--- src/rtl/cbs_pkg.sv ---
// Shared types and constants of the cartridge bring-up sequencer.
// Assumes an 8-byte command whose first byte is the opcode.
package cbs_pkg;

    localparam logic [7:0] OP_CHIP_ID = 8'h90;
    localparam logic [7:0] OP_READ    = 8'h00;

    typedef enum logic [2:0] {
        ST_IDLE,
        ST_BOOT,
        ST_ID_CMD,
        ST_ID_RX,
        ST_SETTLE,
        ST_HDR_CMD,
        ST_HDR_RX
    } seq_state_t;

    typedef enum logic {
        CMD_ID,
        CMD_HDR
    } cmd_kind_t;

endpackage

--- src/rtl/cbs_timer.sv ---
// Loadable down-counter used for every wait of the sequencer.
// A load sets the count; otherwise it decrements to zero and stays there.
// zero_o is high whenever the count is zero.
module cbs_timer #(
    parameter int W = 24
) (
    input  logic         clk,
    input  logic         rst_n,
    input  logic         load_i,
    input  logic [W-1:0] val_i,
    output logic         zero_o
);

    logic [W-1:0] cnt_q;

    // Count register: load has priority, then decrement toward zero.
    always_ff @(posedge clk) begin
        if (!rst_n) begin
            cnt_q <= '0;
        end else if (load_i) begin
            cnt_q <= val_i;
        end else if (cnt_q != '0) begin
            cnt_q <= cnt_q - 1'b1;
        end
    end

    assign zero_o = (cnt_q == '0);

endmodule

--- src/rtl/cbs_cmd_fmt.sv ---
// Combinational command formatter. Produces the 8-byte command word
// (first byte in the top bits) and the requested data length for either
// an identifier read or a header read. Assumes addresses fit in 32 bits.
module cbs_cmd_fmt
    import cbs_pkg::*;
#(
    parameter int ID_BYTES    = 4,
    parameter int HDR_BYTES   = 4096,
    parameter int CHUNK_BYTES = 512,
    parameter int LEN_W       = 13
) (
    input  cmd_kind_t        kind_i,
    input  logic             chunked_i,
    input  logic [31:0]      addr_i,
    output logic [63:0]      bytes_o,
    output logic [LEN_W-1:0] len_o
);

    // Select opcode, address field and length for the command kind.
    always_comb begin
        if (kind_i == CMD_ID) begin
            bytes_o = {OP_CHIP_ID, 56'h0};
            len_o   = LEN_W'(ID_BYTES);
        end else begin
            bytes_o = {OP_READ, addr_i, 24'h0};
            len_o   = chunked_i ? LEN_W'(CHUNK_BYTES) : LEN_W'(HDR_BYTES);
        end
    end

endmodule

--- src/rtl/cbs_id_capture.sv ---
// Assembles the chip identifier from the receive stream, first byte in
// the lowest lane. The last lane is taken straight from the bus, so the
// full word is available in the cycle the final byte arrives (last_o).
// Assumes ID_BYTES >= 2 and that the caller leaves capture after last_o.
module cbs_id_capture #(
    parameter int ID_BYTES = 4
) (
    input  logic                  clk,
    input  logic                  rst_n,
    input  logic                  clear_i,
    input  logic                  en_i,
    input  logic                  rx_valid_i,
    input  logic [7:0]            rx_data_i,
    output logic                  last_o,
    output logic [8*ID_BYTES-1:0] full_o
);

    localparam int IW = $clog2(ID_BYTES);

    logic          take;
    logic [IW-1:0] idx_q;

    assign take   = en_i && rx_valid_i;
    assign last_o = take && (idx_q == IW'(ID_BYTES - 1));

    // Lane index: restarts on clear, advances per accepted byte.
    always_ff @(posedge clk) begin
        if (!rst_n || clear_i) begin
            idx_q <= '0;
        end else if (take) begin
            idx_q <= idx_q + 1'b1;
        end
    end

    for (genvar g = 0; g < ID_BYTES - 1; g++) begin : g_lane
        logic [7:0] lane_q;

        // Lane register: holds the byte that arrived at this position.
        always_ff @(posedge clk) begin
            if (!rst_n) begin
                lane_q <= '0;
            end else if (take && idx_q == IW'(g)) begin
                lane_q <= rx_data_i;
            end
        end

        assign full_o[g*8 +: 8] = lane_q;
    end

    assign full_o[8*ID_BYTES-1 -: 8] = rx_data_i;

endmodule

--- src/rtl/cbs_hdr_writer.sv ---
// Header write path. Forwards each received byte into the local buffer
// at a running byte index, and flags the end of a chunk and of the whole
// header. The running index doubles as the address of the next read.
// Assumes HDR_BYTES and CHUNK_BYTES are powers of two, CHUNK <= HDR.
module cbs_hdr_writer #(
    parameter int HDR_BYTES   = 4096,
    parameter int CHUNK_BYTES = 512
) (
    input  logic                         clk,
    input  logic                         rst_n,
    input  logic                         clear_i,
    input  logic                         en_i,
    input  logic                         chunked_i,
    input  logic                         rx_valid_i,
    input  logic [7:0]                   rx_data_i,
    output logic                         we_o,
    output logic [$clog2(HDR_BYTES)-1:0] waddr_o,
    output logic [7:0]                   wdata_o,
    output logic [31:0]                  next_addr_o,
    output logic                         chunk_end_o,
    output logic                         last_o
);

    localparam int AW = $clog2(HDR_BYTES);
    localparam int CW = $clog2(CHUNK_BYTES);

    logic [AW:0] idx_q;

    // Byte index: cleared at start of a run, advanced per written byte.
    always_ff @(posedge clk) begin
        if (!rst_n || clear_i) begin
            idx_q <= '0;
        end else if (we_o) begin
            idx_q <= idx_q + 1'b1;
        end
    end

    assign we_o        = en_i && rx_valid_i;
    assign waddr_o     = idx_q[AW-1:0];
    assign wdata_o     = rx_data_i;
    assign next_addr_o = 32'(idx_q);
    assign last_o      = we_o && (idx_q == (AW+1)'(HDR_BYTES - 1));
    assign chunk_end_o = chunked_i ? (we_o && idx_q[CW-1:0] == CW'(CHUNK_BYTES - 1))
                                   : last_o;

endmodule

--- src/rtl/cart_boot_seq.sv ---
// Cartridge bring-up sequencer (top). On an idle start it releases the
// cartridge reset, waits BOOT_WAIT_CYC, polls the chip identifier until
// nonzero (each poll bounded by POLL_TIMEOUT_CYC, at most MAX_POLLS
// attempts), waits SETTLE_CYC and fetches the header into the buffer
// either in one read or in CHUNK_BYTES pieces. Assumes the bus side
// returns exactly the requested number of bytes for each header read.
module cart_boot_seq
    import cbs_pkg::*;
#(
    parameter int BOOT_WAIT_CYC    = 7_500_000,
    parameter int SETTLE_CYC       = 50_000,
    parameter int POLL_TIMEOUT_CYC = 4096,
    parameter int MAX_POLLS        = 64,
    parameter int HDR_BYTES        = 4096,
    parameter int CHUNK_BYTES      = 512,
    parameter int ID_BYTES         = 4
) (
    input  logic                         clk,
    input  logic                         rst_n,
    input  logic                         start_i,
    input  logic                         ext_type_i,
    output logic                         busy_o,
    output logic                         done_o,
    output logic                         error_o,
    output logic                         cart_rst_n_o,
    output logic                         cmd_valid_o,
    input  logic                         cmd_ready_i,
    output logic [63:0]                  cmd_bytes_o,
    output logic [$clog2(HDR_BYTES):0]   cmd_len_o,
    input  logic                         rx_valid_i,
    input  logic [7:0]                   rx_data_i,
    output logic                         hdr_we_o,
    output logic [$clog2(HDR_BYTES)-1:0] hdr_addr_o,
    output logic [7:0]                   hdr_data_o,
    output logic [8*ID_BYTES-1:0]        chip_id_o
);

    localparam int HDR_AW  = $clog2(HDR_BYTES);
    localparam int LEN_W   = HDR_AW + 1;
    localparam int ID_W    = 8 * ID_BYTES;
    localparam int PCNT_W  = $clog2(MAX_POLLS + 1);
    localparam int TMR_MAX =
        (BOOT_WAIT_CYC > SETTLE_CYC)
            ? ((BOOT_WAIT_CYC > POLL_TIMEOUT_CYC) ? BOOT_WAIT_CYC : POLL_TIMEOUT_CYC)
            : ((SETTLE_CYC > POLL_TIMEOUT_CYC) ? SETTLE_CYC : POLL_TIMEOUT_CYC);
    localparam int TMR_W   = $clog2(TMR_MAX + 1);

    seq_state_t        state_q;
    logic              ext_q;
    logic [PCNT_W-1:0] polls_q;
    logic              tmr_load;
    logic [TMR_W-1:0]  tmr_val;
    logic              tmr_zero;
    logic              id_last;
    logic [ID_W-1:0]   id_full;
    logic              id_good;
    logic              poll_fail;
    logic              chunked;
    logic [31:0]       next_addr;
    logic              chunk_end;
    logic              hdr_last;
    cmd_kind_t         cmd_kind;

    assign busy_o      = (state_q != ST_IDLE);
    assign cmd_valid_o = (state_q == ST_ID_CMD) || (state_q == ST_HDR_CMD);
    assign cmd_kind    = (state_q == ST_HDR_CMD) ? CMD_HDR : CMD_ID;
    assign chunked     = ext_q && chip_id_o[ID_W-1];
    assign id_good     = id_last && (id_full != '0);
    assign poll_fail   = (state_q == ST_ID_RX) &&
                         ((id_last && id_full == '0) || (!id_last && tmr_zero));

    cbs_timer #(.W(TMR_W)) u_timer (
        .clk    (clk),
        .rst_n  (rst_n),
        .load_i (tmr_load),
        .val_i  (tmr_val),
        .zero_o (tmr_zero)
    );

    cbs_id_capture #(.ID_BYTES(ID_BYTES)) u_id (
        .clk        (clk),
        .rst_n      (rst_n),
        .clear_i    (state_q != ST_ID_RX),
        .en_i       (state_q == ST_ID_RX),
        .rx_valid_i (rx_valid_i),
        .rx_data_i  (rx_data_i),
        .last_o     (id_last),
        .full_o     (id_full)
    );

    cbs_hdr_writer #(.HDR_BYTES(HDR_BYTES), .CHUNK_BYTES(CHUNK_BYTES)) u_hdr (
        .clk         (clk),
        .rst_n       (rst_n),
        .clear_i     (state_q == ST_IDLE),
        .en_i        (state_q == ST_HDR_RX),
        .chunked_i   (chunked),
        .rx_valid_i  (rx_valid_i),
        .rx_data_i   (rx_data_i),
        .we_o        (hdr_we_o),
        .waddr_o     (hdr_addr_o),
        .wdata_o     (hdr_data_o),
        .next_addr_o (next_addr),
        .chunk_end_o (chunk_end),
        .last_o      (hdr_last)
    );

    cbs_cmd_fmt #(
        .ID_BYTES    (ID_BYTES),
        .HDR_BYTES   (HDR_BYTES),
        .CHUNK_BYTES (CHUNK_BYTES),
        .LEN_W       (LEN_W)
    ) u_fmt (
        .kind_i    (cmd_kind),
        .chunked_i (chunked),
        .addr_i    (next_addr),
        .bytes_o   (cmd_bytes_o),
        .len_o     (cmd_len_o)
    );

    // Timer reload: boot wait on start, poll window on ID command, settle on good ID.
    always_comb begin
        tmr_load = 1'b0;
        tmr_val  = '0;
        case (state_q)
            ST_IDLE: begin
                if (start_i) begin
                    tmr_load = 1'b1;
                    tmr_val  = TMR_W'(BOOT_WAIT_CYC - 1);
                end
            end
            ST_ID_CMD: begin
                if (cmd_ready_i) begin
                    tmr_load = 1'b1;
                    tmr_val  = TMR_W'(POLL_TIMEOUT_CYC - 1);
                end
            end
            ST_ID_RX: begin
                if (id_good) begin
                    tmr_load = 1'b1;
                    tmr_val  = TMR_W'(SETTLE_CYC - 1);
                end
            end
            default: ;
        endcase
    end

    // Sequence control: state, flags, attempt count and captured ID.
    always_ff @(posedge clk) begin
        if (!rst_n) begin
            state_q      <= ST_IDLE;
            ext_q        <= 1'b0;
            polls_q      <= '0;
            done_o       <= 1'b0;
            error_o      <= 1'b0;
            cart_rst_n_o <= 1'b0;
            chip_id_o    <= '0;
        end else begin
            case (state_q)
                ST_IDLE: begin
                    if (start_i) begin
                        state_q      <= ST_BOOT;
                        ext_q        <= ext_type_i;
                        polls_q      <= '0;
                        done_o       <= 1'b0;
                        error_o      <= 1'b0;
                        cart_rst_n_o <= 1'b1;
                        chip_id_o    <= '0;
                    end
                end
                ST_BOOT: begin
                    if (tmr_zero) state_q <= ST_ID_CMD;
                end
                ST_ID_CMD: begin
                    if (cmd_ready_i) state_q <= ST_ID_RX;
                end
                ST_ID_RX: begin
                    if (id_good) begin
                        chip_id_o <= id_full;
                        state_q   <= ST_SETTLE;
                    end else if (poll_fail) begin
                        if (polls_q == PCNT_W'(MAX_POLLS - 1)) begin
                            error_o      <= 1'b1;
                            cart_rst_n_o <= 1'b0;
                            state_q      <= ST_IDLE;
                        end else begin
                            polls_q <= polls_q + 1'b1;
                            state_q <= ST_ID_CMD;
                        end
                    end
                end
                ST_SETTLE: begin
                    if (tmr_zero) state_q <= ST_HDR_CMD;
                end
                ST_HDR_CMD: begin
                    if (cmd_ready_i) state_q <= ST_HDR_RX;
                end
                ST_HDR_RX: begin
                    if (hdr_last) begin
                        done_o  <= 1'b1;
                        state_q <= ST_IDLE;
                    end else if (chunk_end) begin
                        state_q <= ST_HDR_CMD;
                    end
                end
                default: state_q <= ST_IDLE;
            endcase
        end
    end

endmodule

--- config.mk ---
export PLATFORM = sky130hd
export DESIGN_NAME = cart_boot_seq
export DESIGN_NICKNAME = d
export VERILOG_FILES = /design/src/rtl/cbs_pkg.sv /design/src/rtl/cbs_timer.sv /design/src/rtl/cbs_cmd_fmt.sv /design/src/rtl/cbs_id_capture.sv /design/src/rtl/cbs_hdr_writer.sv /design/src/rtl/cart_boot_seq.sv
export SDC_FILE = /design/constraint.sdc
export NUM_CORES = 1
export LEC_CHECK = 0
export BUFFER_PORTS_ARGS = -buffer_cell sky130_fd_sc_hd__buf_2
export CORE_MARGIN = 2
export CORE_UTILIZATION = 45
export DETAILED_ROUTE_END_ITERATION = 10
export GPL_TIMING_DRIVEN = 0
export PLACE_DENSITY = 0.75
export SYNTH_ARGS = -nofsm -noshare
export SYNTH_HDL_FRONTEND = slang
export SYNTH_SLANG_ARGS = --single-unit
--- constraint.sdc ---
create_clock -name clk -period 6.2 [get_ports clk]
set_clock_uncertainty 0.15 [all_clocks]
set_input_delay 0 -clock clk [delete_from_list [all_inputs] [get_ports clk]]
set_output_delay 0 -clock clk [all_outputs]
set_load 0.03 [all_outputs]
# [Word-level counts from Yosys, hierarchy flattened]
# Index checks and enable logic that the tools add are counted.
[op_classes] n_addsub=4 n_eq_ne=26 reduce_logical=35 mux=46
[op_table] operator="2-to-1 mux 23 bit" count=3
[op_table] operator="one-hot mux 23 bit (3 select lines)" count=1
[op_table] operator="2-to-1 mux 32 bit" count=2
[op_table] operator="2-to-1 mux 64 bit" count=1
[op_table] operator="one-hot mux 32 bit (2 select lines)" count=1
[op_table] operator="logical NOT 32 bit" count=1
[op_table] operator="nonzero test 32 bit" count=1
[op_table] operator="2-to-1 mux 7 bit" count=4
[op_table] operator="2-to-1 mux 3 bit" count=9
[op_table] operator="2-to-1 mux 13 bit" count=2
[op_table] operator="logical NOT 23 bit" count=1
[op_table] operator="nonzero test 23 bit" count=1
[op_table] operator="subtractor 23 x 1 -> 23 bit (second input constant)" count=1
[op_table] operator="inequality test 2 bit (second input constant)" count=11
[op_table] operator="one-hot mux 3 bit (7 select lines)" count=1
[op_table] operator="2-to-1 mux 16 bit" count=1
[op_table] operator="2-to-1 mux 1 bit" count=14
[op_table] operator="one-hot mux 7 bit (2 select lines)" count=1
[op_table] operator="adder 13 x 1 -> 13 bit (second input constant)" count=1
[op_table] operator="== test 13 x 12 -> 1 bit (second input constant)" count=1
[op_table] operator="logical AND 1 bit" count=13
[op_table] operator="2-to-1 mux 12 bit" count=1
[op_table] operator="AND reduction 5 bit" count=2
[op_table] operator="== test 3 bit (second input constant)" count=3
[op_table] operator="22 further kinds" count=34
[totals] inputBits=14 register_bits=108

# [Depth between registers and ports, before layout]
[depth] depth_word=10 mapped_depth=8 depth_no_buf=8

# [Modules after synthesis]
# From an unflattened synthesis, not the netlist that was laid out.
[unflattened] cells_unflattened=734 area_unflattened_um2=6199.7
[modules_own_cells] mod="cart_boot_seq" seq_area_each_um2=920.9 area_each_um2=2237.1 instances=1 cells_per_inst=261
[modules_own_cells] mod="cbs_timer" seq_area_each_um2=460.4 area_each_um2=1290.0 instances=1 cells_per_inst=160
[modules_own_cells] mod="cbs_id_capture" seq_area_each_um2=520.5 area_each_um2=1154.9 instances=1 cells_per_inst=113
[modules_own_cells] mod="cbs_hdr_writer" seq_area_each_um2=260.2 area_each_um2=967.2 instances=1 cells_per_inst=119
[modules_own_cells] mod="cbs_cmd_fmt" seq_area_each_um2=0.0 area_each_um2=550.5 instances=1 cells_per_inst=81

# [Worst setup path before layout]
# OpenSTA, ideal clock, no wires.
[synth_path] kind="register to register" start="register u_timer.cnt_q[0]" end="register state_q[1]" n_path_buf=0 slack_ps=3553 arrival_ps=2423 path_stages_with_launch=8 required_ps=5976 cell_sequence="dfxtp_1 > inv_1 > ha_1 > or4b_2 > nor4_4 > a21oi_1 > or4b_1 > a31oi_1"
[synth_between] elab_chain_cells=6
[synth_lines] element="start, declared" line_no="cbs_timer.sv:14" text="logic [W-1:0] cnt_q;"
[synth_lines] element="start signal, assigned" line_no="cbs_timer.sv:21" text="cnt_q <= val_i;"
[synth_lines] element="start signal, assigned" line_no="cbs_timer.sv:23" text="cnt_q <= cnt_q - 1'b1;"
[synth_lines] element="logical NOT 23 bit *" line_no="cbs_timer.sv:27" text="assign zero_o = (cnt_q == '0);"
[synth_lines] element="logical AND 1 bit" line_no="cart_boot_seq.sv:70" text="((id_last && id_full == '0) || (!id_last && tmr_zero));"
[synth_lines] element="logical OR 1 bit" line_no="cart_boot_seq.sv:70"
[synth_lines] element="logical AND 1 bit" line_no="cart_boot_seq.sv:69" text="assign poll_fail = (state_q == ST_ID_RX) &&"
[synth_lines] element="inequality test 3 bit (no line)"
[synth_lines] element="AND reduction 7 bit (no line) *"
[synth_lines] element="end signal, assigned" line_no="cart_boot_seq.sv:150" text="state_q <= ST_IDLE;"
[synth_lines] element="end signal, assigned" line_no="cart_boot_seq.sv:161" text="state_q <= ST_BOOT;"
[synth_lines] element="end signal, assigned" line_no="cart_boot_seq.sv:171" text="if (tmr_zero) state_q <= ST_ID_CMD;"
[synth_lines] element="end, declared" line_no="cart_boot_seq.sv:48" text="seq_state_t state_q;"
# Mark *: on every way between the ends. The rest lies on a longest branch, timed or not.
# A chain may end at the register's enable or synchronous reset.

# [Worst setup path in the final report]
[layout_path] start="register u_timer.cnt_q[0]" end="register polls_q[2]"
[layout_between] elab_chain_cells=6
[layout_lines] element="logical NOT 23 bit" line_no="cbs_timer.sv:27"
[layout_lines] element="logical AND 1 bit" line_no="cart_boot_seq.sv:70"
[layout_lines] element="logical OR 1 bit" line_no="cart_boot_seq.sv:70"
[layout_lines] element="logical AND 1 bit" line_no="cart_boot_seq.sv:69"
[layout_lines] element="inequality test 2 bit (no line)"
[layout_lines] element="AND reduction 5 bit (no line)"
[layout_lines] element="end signal, assigned" line_no="cart_boot_seq.sv:186" text="polls_q <= polls_q + 1'b1;"
[layout_lines] element="end, declared" line_no="cart_boot_seq.sv:50" text="logic [PCNT_W-1:0] polls_q;"
# Every way passes these cells.

==> qor.csv <==
stage,metric,value,unit
outcome,outcome,finished clean,
synthesis,synth_enable_flop_cells,0,
floorplan,row_count,41,
setup_path,cpPeakStageDelay,0.70,ns
sta,max_freq,325,MHz
cells_and_area,drive_gt1_share,22.7,%
placement,dp_cells,1006,
sta,holdWs,0.102,ns
run,max-cap-violations,0,
hold_path,hold_path_class,primary input to flop,
sta,rsz0062_at_grt,false,
cells_and_area,area_growth,22.2,%
global_routing,grt.total_usage,22.2,%
clocking,cts_tree,done,
sta,setup_viol,0,
drt,via_count,5370,
setup_path,crit_buf_inv,1,
power,power,2150,uW
setup_path,path_cells,inv_1 > ha_1 > or4b_2 > nor4_4 > a21oi_1 > o31ai_1 > o221ai_1,
floorplan,design.core.area,12600,um2
synthesis,dominantRegCellSynth,dfxtp_1,
clocking,clk_pin_slew,0.08,ns
sta,final.min_clock_period,3.08,ns
setup_path,start_kind,flop,
synthesis,yosysUniqueCellTypes,56,
drt,drtPass1Iterations,5,
floorplan,num_io_pins,149,
cells_and_area,layoutNonFillerInstCount,1034,
cells_and_area,fin_nets,880,
synthesis,synth_cells,688,
drt,drc,0,
cells_and_area,fill_cells,1164,
global_routing,grt_overflow_total,0,
floorplan,die_w,117,um
cells_and_area,ff_latch_area,2160,um2
clocking,cts_root_buf,clkbuf_16,
drt,wirelength,15.1,mm
power,power_leakage,0.00313,uW
clocking,numCtsBuffers,9,
placement,hpwl,10.8,mm
synthesis,netlist_area,5780,um2
setup_path,cp_slowest_cell,or4b_2,
clocking,clock-sinks,108,
synthesis,synthArstFlopShare,0,%
cells_and_area,multi_input_area,3010,um2
drt,routedWlPerCell,14.6,um
sta,fin_setup_tns,0,ns
placement,port_buffers,88,
sta,slew_headroom,40.9,%
power,ir_drop,0.170,mV
drt,initialDrtViolationCount,373,
setup_path,required,6.26,ns
clocking,clk_latency,0.36,ns
sta,hold_viol,0,
setup_path,worstPathMaxFanout,6,
clocking,h-tree-depth,3,
power,cellPowerDensity,305,nW/um2
setup_path,critical_path_arrival,3.15,ns
clocking,cts.repair.resized,0,
global_routing,grt_max_degree,21,
floorplan,die_h,117,um
setup_path,cpLargestDelayFamily,simple AND/OR/NAND/NOR gates,
synthesis,synth.avg_cell_area,8.39,um2
floorplan,design.die.area,13800,um2
cells_and_area,n_antenna_cell,0,
sta,min_period_over_period,49.7,%
drt,routed_via_density,5.19,
floorplan,initial_core_util,46.0,%
drt,postRouteAntennaNets,0,
global_routing,grt_pass1_vias,4873,
clocking,clock_path_buffers,2,
placement,gp_congestion,0.856,
synthesis,yosysWarnings,0,
synthesis,synth-seq-cells,108,
global_routing,grt_pass1_wl,24.1,mm
global_routing,grt_antenna_before_repair,0,
sta,worstMarginPinSlew,0.879,ns
synthesis,yosysSeqAreaShare,37.4,%
sta,slew_violations,0,
setup_path,critPathKind,flop to flop,
setup_path,critPathCaptureType,flop,
==> state kept, by name (all words and copies together), names as in the netlist <==
signal              count
cart_rst_n_o            1
chip_id_o              32
done_o                  1
error_o                 1
ext_q                   1
polls_q                 7
state_q                 3
u_hdr.idx_q            13
u_id.g_lane.lane_q     24
u_id.idx_q              2
u_timer.cnt_q          23
==> final timing paths <==
path                          from    endpoint  slack [ns]  cells past startpoint
setup / recovery  u_timer.cnt_q[0]  polls_q[2]        3.12                      7
hold / removal             start_i  polls_q[6]        0.10                      4
setup reg to reg  u_timer.cnt_q[0]  polls_q[2]        3.12                      7
hold reg to reg         polls_q[6]  polls_q[6]        0.28                      2
==> cell families after synthesis <==
logic type / count (synthesis) / share of synthesized area [%]
and+or+nand+nor: 234 / 21.6
AOI/OAI and AO/OA: 148 / 16.4
buffers and inverters: 137 / 14.3
DFF: 108 / 37.4
muxes: 28 / 4.85
xor gates and xnor gates: 23 / 3.49
adders and majority gates: 9 / 1.95
other: 1 / 0.0649
==> cells in the mapped netlist (3+ instances only) <==
cell / count / area [um2]
ha_1: 9 / 113
nor3_1: 15 / 75.1
or3_1: 5 / 31.3
and3_1: 6 / 37.5
and4_1: 3 / 26.3
and2_1: 13 / 81.3
buf_4: 81 / 608
inv_1: 12 / 45.0
a31oi_1: 3 / 18.8
nand2_1: 35 / 131
nor4_1: 19 / 119
nor3b_1: 3 / 22.5
mux2i_1: 28 / 280
nand3_1: 45 / 225
clkbuf_1: 38 / 143
o211ai_1: 37 / 278
o21ai_0: 15 / 75.1
or4_1: 7 / 52.6
nand4b_1: 4 / 35.0
a21oi_1: 59 / 295
xor2_1: 10 / 87.6
nor2_1: 57 / 214
a211oi_1: 4 / 30.0
o22ai_1: 4 / 25.0
nand4_1: 8 / 50.1
nand2b_1: 3 / 18.8
xnor2_1: 13 / 114
dfxtp_1: 108 / 2160
buf_1: 3 / 11.3
o31ai_1: 4 / 30.0
o2111ai_1: 4 / 35.0
==> placed cells by master (no fill, tap or decap), drive strengths merged, types with 12 or more instances in the layout <==
master	n
dfxtp	108
nor2	57
o21ai	15
a21oi	60
clkbuf	47
inv	16
nand3	45
conb	59
and2	13
dlygate4sd3	12
nand2	35
buf	173
xnor2	13
mux2i	28
o211ai	37
nor3	15
nor4	21
==> worst reg2reg max path, stage by stage (launching register included) <==
cell	delay, ns
dfxtp_1	0.34
inv_1	0.11
ha_1	0.15
or4b_2	0.70
nor4_4	0.54
a21oi_1	0.26
o31ai_1	0.50
o221ai_1	0.19
==> routing by layer <==
| layer | vias to the layer above | global-route usage (%) | wire length (um) |
|---|---|---|---|
| met4 | 0 | 5.88 | 250 |
| met5 | - | 0 | 0 |
| met1 | 2475 | 29.5 | 6750 |
| li1 | 2668 | - | - |
| met2 | 208 | 37.0 | 7100 |
| met3 | 19 | 4.17 | 1010 |
==> report_power, final <==
part           total (uW)  switching, uW  internal, uW  leakage, uW
clock network         568            286           283     0.000142
logic                 760            507           254      0.00211
registers             824           67.0           757     0.000875
==> area by class of cell <==
| class | instances | area share, % |
|---|---|---|
| Buffer | 123 | 11.0 |
| Clock buffer | 9 | 3.19 |
| Clock inverter | 7 | 0.939 |
| Inverter | 14 | 0.744 |
| Multi-Input combinational cell | 501 | 42.6 |
| Sequential cell | 108 | 30.6 |
| Tap cell | 172 | 3.05 |
| Timing Repair Buffer | 100 | 7.94 |
==> timing repair <==
item / 4_1_cts / 5_1_grt
setup endpoints to repair: 0 / 0
buffers inserted: 0 / 0
hold endpoints to repair: 38 / 0
hold buffers: 12 / 0
==> per-stage QoR <==
step	area (um2)	worst slack (ns)	utilization, %
floorplan	5990	3.55	-
global placement	6650	3.23	52.9
detailed placement	6650	3.16	52.9
CTS	7060	3.16	56.2
global route	7060	2.95	56.2
finish	7060	3.12	56.2
No activity file was read; power rests on OpenSTA's default activity.
